--- src/rtl/gsc_pkg.sv ---
`timescale 1ns/1ps
package gsc_pkg;
    localparam int SAMPLE_W = 10;
    localparam int CODE_W   = 13;
    localparam int OFS_W    = 8;
    localparam int NSEG     = 4;
    localparam int NOFS     = NSEG - 1;
    localparam int ADDR_W   = 8;
    localparam int SUM_W    = CODE_W + 2;
    localparam int SEG_W    = $clog2(NSEG);

    localparam logic [ADDR_W-1:0] OFS_BASE = 8'h0E;
    localparam logic signed [SUM_W-1:0] SUM_MAX = SUM_W'((1 << CODE_W) - 1);

    typedef enum logic [SEG_W-1:0] {
        SEG_X8 = 2'd0,
        SEG_X4 = 2'd1,
        SEG_X2 = 2'd2,
        SEG_X1 = 2'd3
    } seg_e;

    typedef logic [CODE_W-1:0] code_t;

    typedef struct packed {
        logic  sat;
        code_t code;
    } result_t;

    function automatic logic [ADDR_W-1:0] ofs_addr(input int k);
        return OFS_BASE + ADDR_W'(k);
    endfunction

    function automatic logic signed [SUM_W-1:0] sext_ofs(input logic [OFS_W-1:0] o);
        return $signed({{(SUM_W-OFS_W){o[OFS_W-1]}}, o});
    endfunction

    function automatic result_t clamp(input logic signed [SUM_W-1:0] v);
        result_t r;
        if (v < 0) begin
            r.sat  = 1'b1;
            r.code = '0;
        end else if (v > SUM_MAX) begin
            r.sat  = 1'b1;
            r.code = '1;
        end else begin
            r.sat  = 1'b0;
            r.code = v[CODE_W-1:0];
        end
        return r;
    endfunction
endpackage

--- src/rtl/gsc_offset_bank.sv ---
`timescale 1ns/1ps
module gsc_offset_bank
    import gsc_pkg::*;
(
    input  logic                   clk,
    input  logic                   rst,
    input  logic                   cal_wr,
    input  logic [ADDR_W-1:0]      cal_addr,
    input  logic [OFS_W-1:0]       cal_wdata,
    input  logic                   host_rd,
    input  logic [ADDR_W-1:0]      host_addr,
    output logic [OFS_W-1:0]       host_rdata,
    output logic [NOFS*OFS_W-1:0]  ofs_flat
);
    logic [OFS_W-1:0] ofs_q [NOFS];
    logic [OFS_W-1:0] rd_mux;

    genvar k;
    generate
        for (k = 0; k < NOFS; k++) begin : g_reg
            localparam logic [ADDR_W-1:0] MY_ADDR = ofs_addr(k);
            always_ff @(posedge clk) begin
                if (rst) begin
                    ofs_q[k] <= '0;
                end else if (cal_wr && (cal_addr == MY_ADDR)) begin
                    ofs_q[k] <= cal_wdata;
                end
            end
            assign ofs_flat[k*OFS_W +: OFS_W] = ofs_q[k];
        end
    endgenerate

    always_comb begin
        rd_mux = '0;
        for (int i = 0; i < NOFS; i++) begin
            if (host_addr == ofs_addr(i)) begin
                rd_mux = ofs_q[i];
            end
        end
    end

    always_ff @(posedge clk) begin
        if (rst) begin
            host_rdata <= '0;
        end else if (host_rd) begin
            host_rdata <= rd_mux;
        end
    end
endmodule

--- src/rtl/gsc_scaler.sv ---
`timescale 1ns/1ps
module gsc_scaler
    import gsc_pkg::*;
(
    input  logic [SAMPLE_W-1:0]    sample,
    input  seg_e                   seg,
    input  logic [NOFS*OFS_W-1:0]  ofs_flat,
    output result_t                res
);
    logic signed [SUM_W-1:0] base;
    logic signed [SUM_W-1:0] cand [NSEG];

    assign base = $signed({{(SUM_W-SAMPLE_W){1'b0}}, sample});

    genvar g;
    generate
        for (g = 0; g < NSEG; g++) begin : g_seg
            if (g == 0) begin : g_pass
                assign cand[g] = base;
            end else begin : g_corr
                assign cand[g] = (base <<< g)
                               + (sext_ofs(ofs_flat[(g-1)*OFS_W +: OFS_W]) <<< (g-1));
            end
        end
    endgenerate

    assign res = clamp(cand[seg]);
endmodule

--- src/rtl/gsc_out_stage.sv ---
`timescale 1ns/1ps
module gsc_out_stage
    import gsc_pkg::*;
(
    input  logic     clk,
    input  logic     rst,
    input  logic     in_valid,
    input  result_t  res_d,
    output logic     out_valid,
    output code_t    out_code,
    output logic     out_sat
);
    result_t res_q;

    always_ff @(posedge clk) begin
        if (rst) begin
            out_valid <= 1'b0;
            res_q     <= '0;
        end else begin
            out_valid <= in_valid;
            if (in_valid) begin
                res_q <= res_d;
            end
        end
    end

    assign out_code = res_q.code;
    assign out_sat  = res_q.sat;
endmodule

--- src/rtl/gain_seg_combiner.sv ---
`timescale 1ns/1ps
module gain_seg_combiner
    import gsc_pkg::*;
(
    input  logic                 clk,
    input  logic                 rst,
    input  logic                 in_valid,
    input  logic [SAMPLE_W-1:0]  in_sample,
    input  logic [SEG_W-1:0]     in_seg,
    output logic                 out_valid,
    output logic [CODE_W-1:0]    out_code,
    output logic                 out_sat,
    input  logic                 cal_wr,
    input  logic [ADDR_W-1:0]    cal_addr,
    input  logic [OFS_W-1:0]     cal_wdata,
    input  logic                 host_rd,
    input  logic [ADDR_W-1:0]    host_addr,
    output logic [OFS_W-1:0]     host_rdata
);
    logic [NOFS*OFS_W-1:0] ofs_flat;
    result_t               res_d;

    gsc_offset_bank u_bank (
        .clk        (clk),
        .rst        (rst),
        .cal_wr     (cal_wr),
        .cal_addr   (cal_addr),
        .cal_wdata  (cal_wdata),
        .host_rd    (host_rd),
        .host_addr  (host_addr),
        .host_rdata (host_rdata),
        .ofs_flat   (ofs_flat)
    );

    gsc_scaler u_scale (
        .sample   (in_sample),
        .seg      (seg_e'(in_seg)),
        .ofs_flat (ofs_flat),
        .res      (res_d)
    );

    gsc_out_stage u_out (
        .clk       (clk),
        .rst       (rst),
        .in_valid  (in_valid),
        .res_d     (res_d),
        .out_valid (out_valid),
        .out_code  (out_code),
        .out_sat   (out_sat)
    );
endmodule

--- config.mk ---
export PLATFORM = sky130hd
export DESIGN_NAME = gain_seg_combiner
export DESIGN_NICKNAME = d
export VERILOG_FILES = /design/src/rtl/gsc_pkg.sv /design/src/rtl/gsc_offset_bank.sv /design/src/rtl/gsc_scaler.sv /design/src/rtl/gsc_out_stage.sv /design/src/rtl/gain_seg_combiner.sv
export SDC_FILE = /design/constraint.sdc
export NUM_CORES = 1
export LEC_CHECK = 0
export BUFFER_PORTS_ARGS = -buffer_cell sky130_fd_sc_hd__clkbuf_2
export CORE_MARGIN = 4
export CORE_UTILIZATION = 62
export DETAILED_ROUTE_END_ITERATION = 6
export HOLD_SLACK_MARGIN = 0.06
export MAX_ROUTING_LAYER = met4
export PLACE_DENSITY = 0.86
export RECOVER_POWER = 50
export SKIP_LAST_GASP = 1
export SYNTH_ARGS = -nofsm -noshare
export SYNTH_HDL_FRONTEND = slang
export SYNTH_HIERARCHICAL = 1
export SYNTH_SLANG_ARGS = --single-unit
--- constraint.sdc ---
create_clock -name clk -period 4.5 [get_ports clk]
set_clock_uncertainty 0.1 [all_clocks]
set_input_delay 0.225 -clock clk [delete_from_list [all_inputs] [get_ports clk]]
set_output_delay 0.225 -clock clk [all_outputs]
set_load 0.1 [all_outputs]
## Yosys cells after proc, flatten, opt, wreduce, memory -nomap -nowiden

Memory sizes are Yosys's and may differ from the RTL's.
Index checks and enable logic that the tools add are counted.

| cells by class | value |
|---|---|
| add/subtract/negate cells | 3 |
| $lt $le $gt $ge | 3 |
| equality and inequality tests | 6 |
| multiplexer cells | 22 |
| bitwise operators | 4 |
| reductions and logical operators | 3 |

Operator list:

| cell | number |
|---|---|
| 8-bit two-way mux | 6 |
| 8-bit by 4-bit == test with 1-bit output, second input constant | 4 |
| 15-bit binary-select mux with 2-bit select | 1 |
| 15-bit two-way mux | 2 |
| 14-bit two-way mux | 2 |
| 8-bit by 5-bit == test with 1-bit output, second input constant | 2 |
| 14-bit by 10-bit adder with 15-bit output | 1 |
| 15-bit by 14-bit > comparator with 1-bit output, second input constant | 1 |
| 15-bit by 1-bit < comparator with 1-bit output, second input constant | 1 |
| 13-bit by 9-bit adder with 14-bit output | 1 |
| 12-bit by 8-bit adder with 13-bit output | 1 |
| 1-bit two-way mux | 11 |
| 3-bit greater-or-equal comparator, second input constant | 1 |
| 1-bit logical AND | 3 |
| 2-bit inverter with 3-bit output | 1 |
| 1-bit bitwise OR | 3 |

| storage, ports and cells | value |
|---|---|
| register bits after elaboration | 23 |
| memory bits (writable) | 24 |
| output and inout bits | 23 |
| logic and storage cells | 46 |
| memories | 1 |

Memories:

| memory | words | width | read ports | clocked after memory_dff | write ports | RTL line | text |
|---|---|---|---|---|---|---|---|
| u_bank.ofs_q | 3 | 8 | 3 | 0 | 3 | gsc_offset_bank.sv:15 | `logic [OFS_W-1:0] ofs_q [NOFS];` |

## Logic depth before layout (Yosys ltp)

Gate-level depths: netlist of run 1.
An unclocked memory read counts as a cell.

| depth | value |
|---|---|
| depth after elaboration | 8 |
| gate-level depth with buffers | 13 |
| depth with buffers taken out | 13 |

## Cells and area by module

The synthesis of run 1 kept the hierarchy.

Modules (own cells, without submodules):

| module | times used | cells an instance | area each (um^2) | sequential area each (um^2) |
|---|---|---|---|---|
| gsc_scaler | 1 | 279 | 2083.2 | 0.0 |
| gsc_offset_bank | 1 | 110 | 1488.9 | 880.8 |
| gsc_out_stage | 1 | 47 | 535.5 | 300.3 |

## Worst setup path after synthesis of run 1

Ideal clock, no wire load.

| timing path | value |
|---|---|
| path type | register to register |
| start | memory u_bank.ofs_q[2][2] |
| end | register u_out.res_q, in the netlist u_out/out_code[6] |
| library setup time | 67 ps |
| arrival | 2723 ps |
| data required time | 4333 ps |
| path slack | 1610 ps |
| stages on the path, launching flop included | 12 |
| buffers on the path | 0 |
| cell sequence | edfxtp_1 > ha_1 > a211oi_1 > o21ai_1 > nand2_1 > mux2_2 > or4_4 > and2_4 > a21o_1 > a22oi_2 > mux2i_1 > nor2_1 |

RTL lines:

| what | RTL line | text |
|---|---|---|
| start: declaration | gsc_offset_bank.sv:15 |  |
| end signal: assignment | gsc_out_stage.sv:22 | `res_q <= res_d;` |
| end: declaration | gsc_out_stage.sv:13 | `result_t res_q;` |

==> flow_metrics.tcl, run 1 <==
set metrics [dict create \
    critPathSlowestCell "a2111oi_0" \
    overflow 0 \
    syn_avg_cell_area_um2 9.42 \
    clockRootBuffer "clkbuf_8" \
    hp-class "input pin to flip-flop" \
    relSlewSlack_pct 21.5 \
    yosysTopAreaCell "edfxtp_1" \
    crit_fanout 10 \
    yosys.cell_types.count 77 \
    coreArea_um2 6390 \
    peakVddDrop_mv 0.257 \
    p_switching_w 0.000465 \
    grt_pass1_wl_um 18000 \
    ctsResizeCount 0 \
    r2r_end "u_out/out_code[8]$_SDFFE_PP0P_" \
    cts_tree "done" \
    use_met3_pct 3.04 \
    fin_crit_ns 3.39 \
    htreeDepth 2 \
    fill_cells 496 \
    endpoint "u_out/out_code[8]$_SDFFE_PP0P_" \
    setup_violations 0 \
    drc_errors 0 \
    synth_area_leaders "edfxtp_1 (18%), dfxtp_1 (11%), ha_1 (10%)" \
    r2r_start "u_bank/ofs_q[0][7]$_SDFFCE_PN0P_" \
    synth-edff-count 24 \
    mostFrequentLayoutCells "clkbuf_2 (40), nor2_1 (39), ha_1 (33), inv_1 (28), mux2i_1 (27)" \
    yosys_register_bits 47 \
    switching_share_pct 35.2 \
    num_rows 29 \
    grt_usage_pct 30.4 \
    crit_path_start_kind "flip-flop" \
    grt_use_met2_pct 49.3 \
    startpoint "u_bank/ofs_q[0][7]$_SDFFCE_PN0P_" \
    worst-slew-pin-transition_ns 1.18 \
    cap_violations 0 \
    yosys.area.top_type_share_pct 17.5 \
    cts.sinks 47 \
    internal-power_w 0.000856 \
    met1_usage_pct 39.4 \
    num_antenna_cells 0 \
    io_pins 64 \
    nets 570 \
    fin_util_pct 70.5 \
    chipWidth_um 89.4 \
    design.die.area_um2 7990 \
    rsz0062_at_grt "false" \
    cp-end-kind "flip-flop" \
    grt_max_degree 33 \
    synth_nets 513 \
    reg2reg_depth 11 \
    reg2reg_slack_ns 1.11 \
    hold_violations 0 \
    timing.hold.ws_ns 0.121 \
    final_common_cell "clkbuf_2" \
    avgViaCountPerCell 6.50 \
    clock_latency_ns 0.31 \
    ys_warn_count 6 \
    cts_setup_buffers 0 \
    multi_input_area_um2 2680 \
    dr.pass1.iters 5 \
    placement.io_buffers 63 \
    seqPwrFrac_pct 37.0 \
    regArea_um2 1180 \
    numCtsBuffers 5 \
    outcome "finished clean" \
    grt_pass1_vias 3510 \
    syn_inst 436 \
    drt_iter0_drc 412 \
    cp_common_cell "o21ai_0" \
    synthesis.area_um2 4110 \
    power_frac_comb_pct 34.6 \
    leakage_nw 1.90 \
    ys_seq_area_share_pct 28.8 \
    finalSetupTns_ns 0 \
    clkPwrFrac_pct 28.3 \
    max_freq_mhz 295 \
    path_clk_slew_ns 0.09 \
    slew_violations 0 \
    routedWlPerCell_um 19.6 \
    critPathRequiredTime_ns 4.56 \
    die_y_um 89.4 \
    syn2layout_area_growth_pct 9.59 \
    antenna_found_initial 0 \
    cts_max_path_buffers 2 \
    async_flop_share_pct 0 \
    worstSetupPathType "flip-flop to flip-flop" \
    cp_cell_sequence "ha_1 > a2111oi_0 > o21ai_0 > a21oi_1 > o21ai_0 > o21ai_0 > a211oi_1 > nor2_1 > o22ai_1 > mux2i_1 > nor2_1" \
    hpwl_um 8620 \
    cp.arrival_ns 3.45 \
    period_share_pct 75.2 \
    busiest_layer "met2" \
    postRouteAntennaNets 0 \
    hold_buffers 0 \
    gp_congestion 0.993 \
    vias 3709 \
    power_density_nw_per_um2 293 \
    synthFlopType "edfxtp_1" \
    initial_utilization_pct 64.3 \
    cpPeakStageDelay_ns 0.88 \
    drive_above_1_share_pct 16.2 \
    routed_wl_um 11200 \
]
## flip-flops by register name (all words and copies together) (netlist names)
signal,flops
u_bank/host_rdata,8
u_bank/ofs_q,24
u_out/out_code,13
u_out/out_sat,1
u_out/out_valid,1
## cells by family after synthesis
logic type	synth area share (%)
AO/OA/AOI/OAI	24.2
AND/OR/NAND/NOR	18.4
adder cells (fa/ha/maj)	11.5
XOR/XNOR	3.62
multiplexers	8.22
buffers and inverters	5.33
flip-flops	28.8
## metal layers
| layer | share of wire, % | up-vias |
|---|---|---|
| met4 | 3.4 | 0 |
| met3 | 6.8 | 33 |
| met1 | 41 | 1747 |
| met2 | 49 | 171 |
| li1 | - | 1758 |
| met5 | 0 | - |
## per-stage QoR
stage	instances	total power, W	setup WS, ns	area, um^2
floorplan	436	0.000843	1.61	4110
global placement	563	0.000938	1.26	4430
detailed placement	563	0.000946	1.22	4430
CTS	571	0.00132	1.15	4560
global route	571	0.00138	0.820	4500
finish	571	0.00132	1.11	4500
## worst min-delay path by stage
stage                                            from                                 to  slack (ns)  cells past startpoint
detailed placement  u_bank/host_rdata[1]$_SDFFE_PP0P_  u_bank/host_rdata[1]$_SDFFE_PP0P_        0.37                      1
floorplan                                         rst         u_out/out_valid$_SDFF_PP0_        0.20                      1
CTS                                      cal_wdata[5]   u_bank/ofs_q[1][5]$_SDFFCE_PN0P_        0.11                      2
finish                                   cal_wdata[5]   u_bank/ofs_q[1][5]$_SDFFCE_PN0P_        0.12                      2
global placement    u_bank/host_rdata[6]$_SDFFE_PP0P_  u_bank/host_rdata[6]$_SDFFE_PP0P_        0.36                      1
global route                             cal_wdata[2]   u_bank/ofs_q[2][2]$_SDFFCE_PN0P_        0.12                      2
## Yosys cell counts, drive strengths merged (3+ instances only)
| cell | instances |
|---|---|
| a211oi | 9 |
| a21o | 7 |
| a21oi | 22 |
| a22o | 8 |
| a31oi | 6 |
| and2 | 28 |
| buf | 10 |
| clkbuf | 6 |
| dfxtp | 23 |
| edfxtp | 24 |
| fa | 3 |
| ha | 33 |
| inv | 28 |
| mux2i | 27 |
| nand2 | 13 |
| nand2b | 5 |
| nand3 | 4 |
| nor2 | 39 |
| nor2b | 6 |
| nor3 | 7 |
| nor4 | 4 |
| o211ai | 6 |
| o21a | 7 |
| o21ai | 24 |
| o21bai | 7 |
| o22ai | 5 |
| o31ai | 6 |
| o32ai | 8 |
| or4 | 5 |
| xnor2 | 12 |
| xor2 | 5 |
## area by class of cell
cell class	instances	share of cell area (%)
multi-input cells	345	59.5
clock inverters	3	1.50
flip-flops and latches	47	26.2
repair buffers	66	6.78
well taps	77	2.14
clock buffers	5	1.53
inverters	28	2.33
## power groups by stage
stage / logic, W / registers, W / clock network (W)
floorplan: 0.000279 / 0.000563 / 0
global placement: 0.000441 / 0.000497 / 0
detailed placement: 0.000447 / 0.000498 / 0
CTS: 0.000454 / 0.000488 / 0.000380
global route: 0.000494 / 0.000492 / 0.000400
finish: 0.000458 / 0.000489 / 0.000375
## worst max-delay path: cells and delay by family (launching register included)
kind                     cells  cell delay [ns]
flip-flops                   1             0.58
multiplexers                 1             0.15
AO/OA/AOI/OAI                7             1.90
adder cells (fa/ha/maj)      1             0.34
AND/OR/NAND/NOR              2             0.18
No activity file was read; power rests on OpenSTA's default activity.
==> run 2, diff against run 1 <==
Settings changed: CORE_UTILIZATION 62 to 58, PLACE_DENSITY 0.86 to 0.81.
Clock period 4.5 ns to 3.2 ns, I/O delays scaled along.
==> run 2 against run 1 <==
Against the previous run: setup slack worse by 1.0 ns; sequential share of layout area shrank 1.8 points; clock-buffer cell count unchanged; worst hold slack worse by 0.053 ns; final area rose by 7.3%; power rose by 35%; combinational power increased by 54%; clock power rose by 5%; largest power group is now combinational logic; final cell count rose by 8.1%.
==> flow_metrics.tcl, run 2 (synthesized netlist as in run 1, its figures left out) <==
set metrics [dict create \
    outcome "finished clean" \
    design.die.area_um2 8490 \
    fill_cells 544 \
    period_share_pct 97.9 \
    routed_wl_um 11200 \
    endpoint "u_out/out_sat$_SDFFE_PP0P_" \
    total_power_w 0.00178 \
    worst-slew-pin-transition_ns 0.682 \
    relSlewSlack_pct 53.3 \
    cp-end-kind "flip-flop" \
    postRouteAntennaNets 0 \
    htreeDepth 2 \
    cts_tree "done" \
    max_freq_mhz 319 \
    cts.sinks 47 \
    slew_violations 0 \
    num_antenna_cells 0 \
    coreArea_um2 6830 \
    nets 597 \
    dr.pass1.iters 5 \
    worstSetupPathType "flip-flop to flip-flop" \
    mostFrequentLayoutCells "clkbuf_2 (63), nor2_1 (39), ha_1 (32), inv_1 (28), and2_1 (27)" \
    internal-power_w 0.00110 \
    hold_violations 0 \
    hpwl_um 8620 \
    power_frac_comb_pct 39.6 \
    num_rows 30 \
    gp_congestion 1.03 \
    cp.arrival_ns 3.22 \
    chipWidth_um 92.2 \
    critPathRequiredTime_ns 3.28 \
    grt_max_degree 32 \
    drt_iter0_drc 402 \
    grt_pass1_wl_um 17900 \
    largest_reg_flops 24 \
    cts_max_path_buffers 2 \
    r2r_end "u_out/out_sat$_SDFFE_PP0P_" \
    overflow 0 \
    initial_utilization_pct 60.1 \
    reg2reg_depth 9 \
    clock_latency_ns 0.31 \
    cap_violations 0 \
    io_pins 64 \
    rsz0062_at_grt "true" \
    grt_usage_pct 27.0 \
    die_y_um 92.2 \
    seqPwrFrac_pct 38.4 \
    timing.hold.ws_ns 0.0688 \
    instances_no_fill 617 \
    startpoint "u_bank/ofs_q[2][2]$_SDFFCE_PN0P_" \
    grt_pass1_vias 3694 \
    drc_errors 0 \
    peakVddDrop_mv 0.248 \
    path_clk_slew_ns 0.10 \
    leakage_nw 2.11 \
    fin_crit_ns 3.13 \
    clkPwrFrac_pct 22.0 \
    syn2layout_area_growth_pct 17.6 \
    crit_path_start_kind "flip-flop" \
    switching_share_pct 38.5 \
    crit_fanout 6 \
    dpl.cell_count 594 \
    numCtsBuffers 5 \
    r2r_start "u_bank/ofs_q[2][2]$_SDFFCE_PN0P_" \
    drive_above_1_share_pct 26.1 \
    vias 3823 \
    avgViaCountPerCell 6.20 \
    placement.io_buffers 63 \
    final_common_cell "clkbuf_2" \
    clockRootBuffer "clkbuf_8" \
    regMostFlops "u_bank/ofs_q" \
    p_switching_w 0.000686 \
    routedWlPerCell_um 18.2 \
    reg2reg_slack_ns 0.07 \
    setup_violations 0 \
    antenna_found_initial 0 \
    power_density_nw_per_um2 369 \
    hp-class "input pin to flip-flop" \
]
==> run 2: cell types whose count changed in the layout (fill, tap and decap cells not counted), moves of 7 or more <==
| cell | previous run | this run |
|---|---|---|
| dlygate4sd3_1 | 0 | 7 |
| buf_4 | 2 | 22 |
| clkbuf_2 | 40 | 63 |
| and2_0 | 12 | 0 |
| clkbuf_1 | 24 | 0 |
| and2_1 | 15 | 27 |
==> run 2: how the worst min path moves through the flow <==
stage                            start                          endpoint  slack (ns)  depth (start not counted)
after floorplan                    rst        u_out/out_valid$_SDFF_PP0_        0.13                          1
after global placement    cal_wdata[1]  u_bank/ofs_q[0][1]$_SDFFCE_PN0P_        0.36                          2
after detailed placement  cal_wdata[6]  u_bank/ofs_q[0][6]$_SDFFCE_PN0P_        0.36                          2
after CTS                 cal_wdata[5]  u_bank/ofs_q[1][5]$_SDFFCE_PN0P_        0.07                          2
after global routing      cal_wdata[5]  u_bank/ofs_q[1][5]$_SDFFCE_PN0P_        0.08                          2
final                     cal_wdata[5]  u_bank/ofs_q[1][5]$_SDFFCE_PN0P_        0.07                          2
==> run 2: timing repair <==
action | 4_1_cts | 5_1_grt
hold buffers | 7 | 0
buffers inserted | 0 | 7
gates resized for setup | 0 | 14
endpoints found under the hold margin | 16 | 0
endpoints found under the setup margin | 0 | 9
==> run 2: area by class of cell <==
type	count	area (um^2)	area share (%)
multi-input cells	346	2780	57.5
flip-flops and latches	47	1180	24.4
repair buffers	92	551	11.4
well taps	96	120	2.49
inverters	28	105	2.18
clock buffers	5	68.8	1.42
clock inverters	3	27.5	0.570
==> run 2: critical path: stages, from the launching register on <==
cell and delay [ns]:
edfxtp_1 0.43, ha_1 0.36, a211oi_2 0.26, o21ai_1 0.14
nand2_1 0.12, mux2_2 0.38, or4_2 0.78, o21a_1 0.23
mux2i_1 0.16, nor2_1 0.05
==> run 2: routing by layer <==
metal / up-vias / global-route usage [%] / part of all wire, %
li1: 1814 / - / -
met2: 187 / 47.9 / 50
met4: 0 / 10.4 / 3.6
met3: 43 / 4.27 / 7.1
met5: - / - / 0
met1: 1779 / 30.5 / 39
==> run 2: power groups by stage <==
stage          clock [W]  combinational (W)  sequential [W]
5_1_grt         0.000420           0.000755        0.000687
6_report        0.000392           0.000705        0.000684
2_1_floorplan          0           0.000393        0.000792
3_5_place_dp           0           0.000650        0.000697
3_3_place_gp           0           0.000635        0.000696
4_1_cts         0.000393           0.000661        0.000684
==> run 2: through the flow <==
step	utilization, %	setup slack (ns)	TNS [ns]	cell area (um^2)
3_3_place_gp	66.5	0.185	0	4540
4_1_cts	68.9	0.00159	0	4710
5_1_grt	70.7	-0.0560	-0.158	4830
3_5_place_dp	66.5	0.0445	0	4540
6_report	70.7	0.0669	0	4830
2_1_floorplan	-	0.310	0	4110
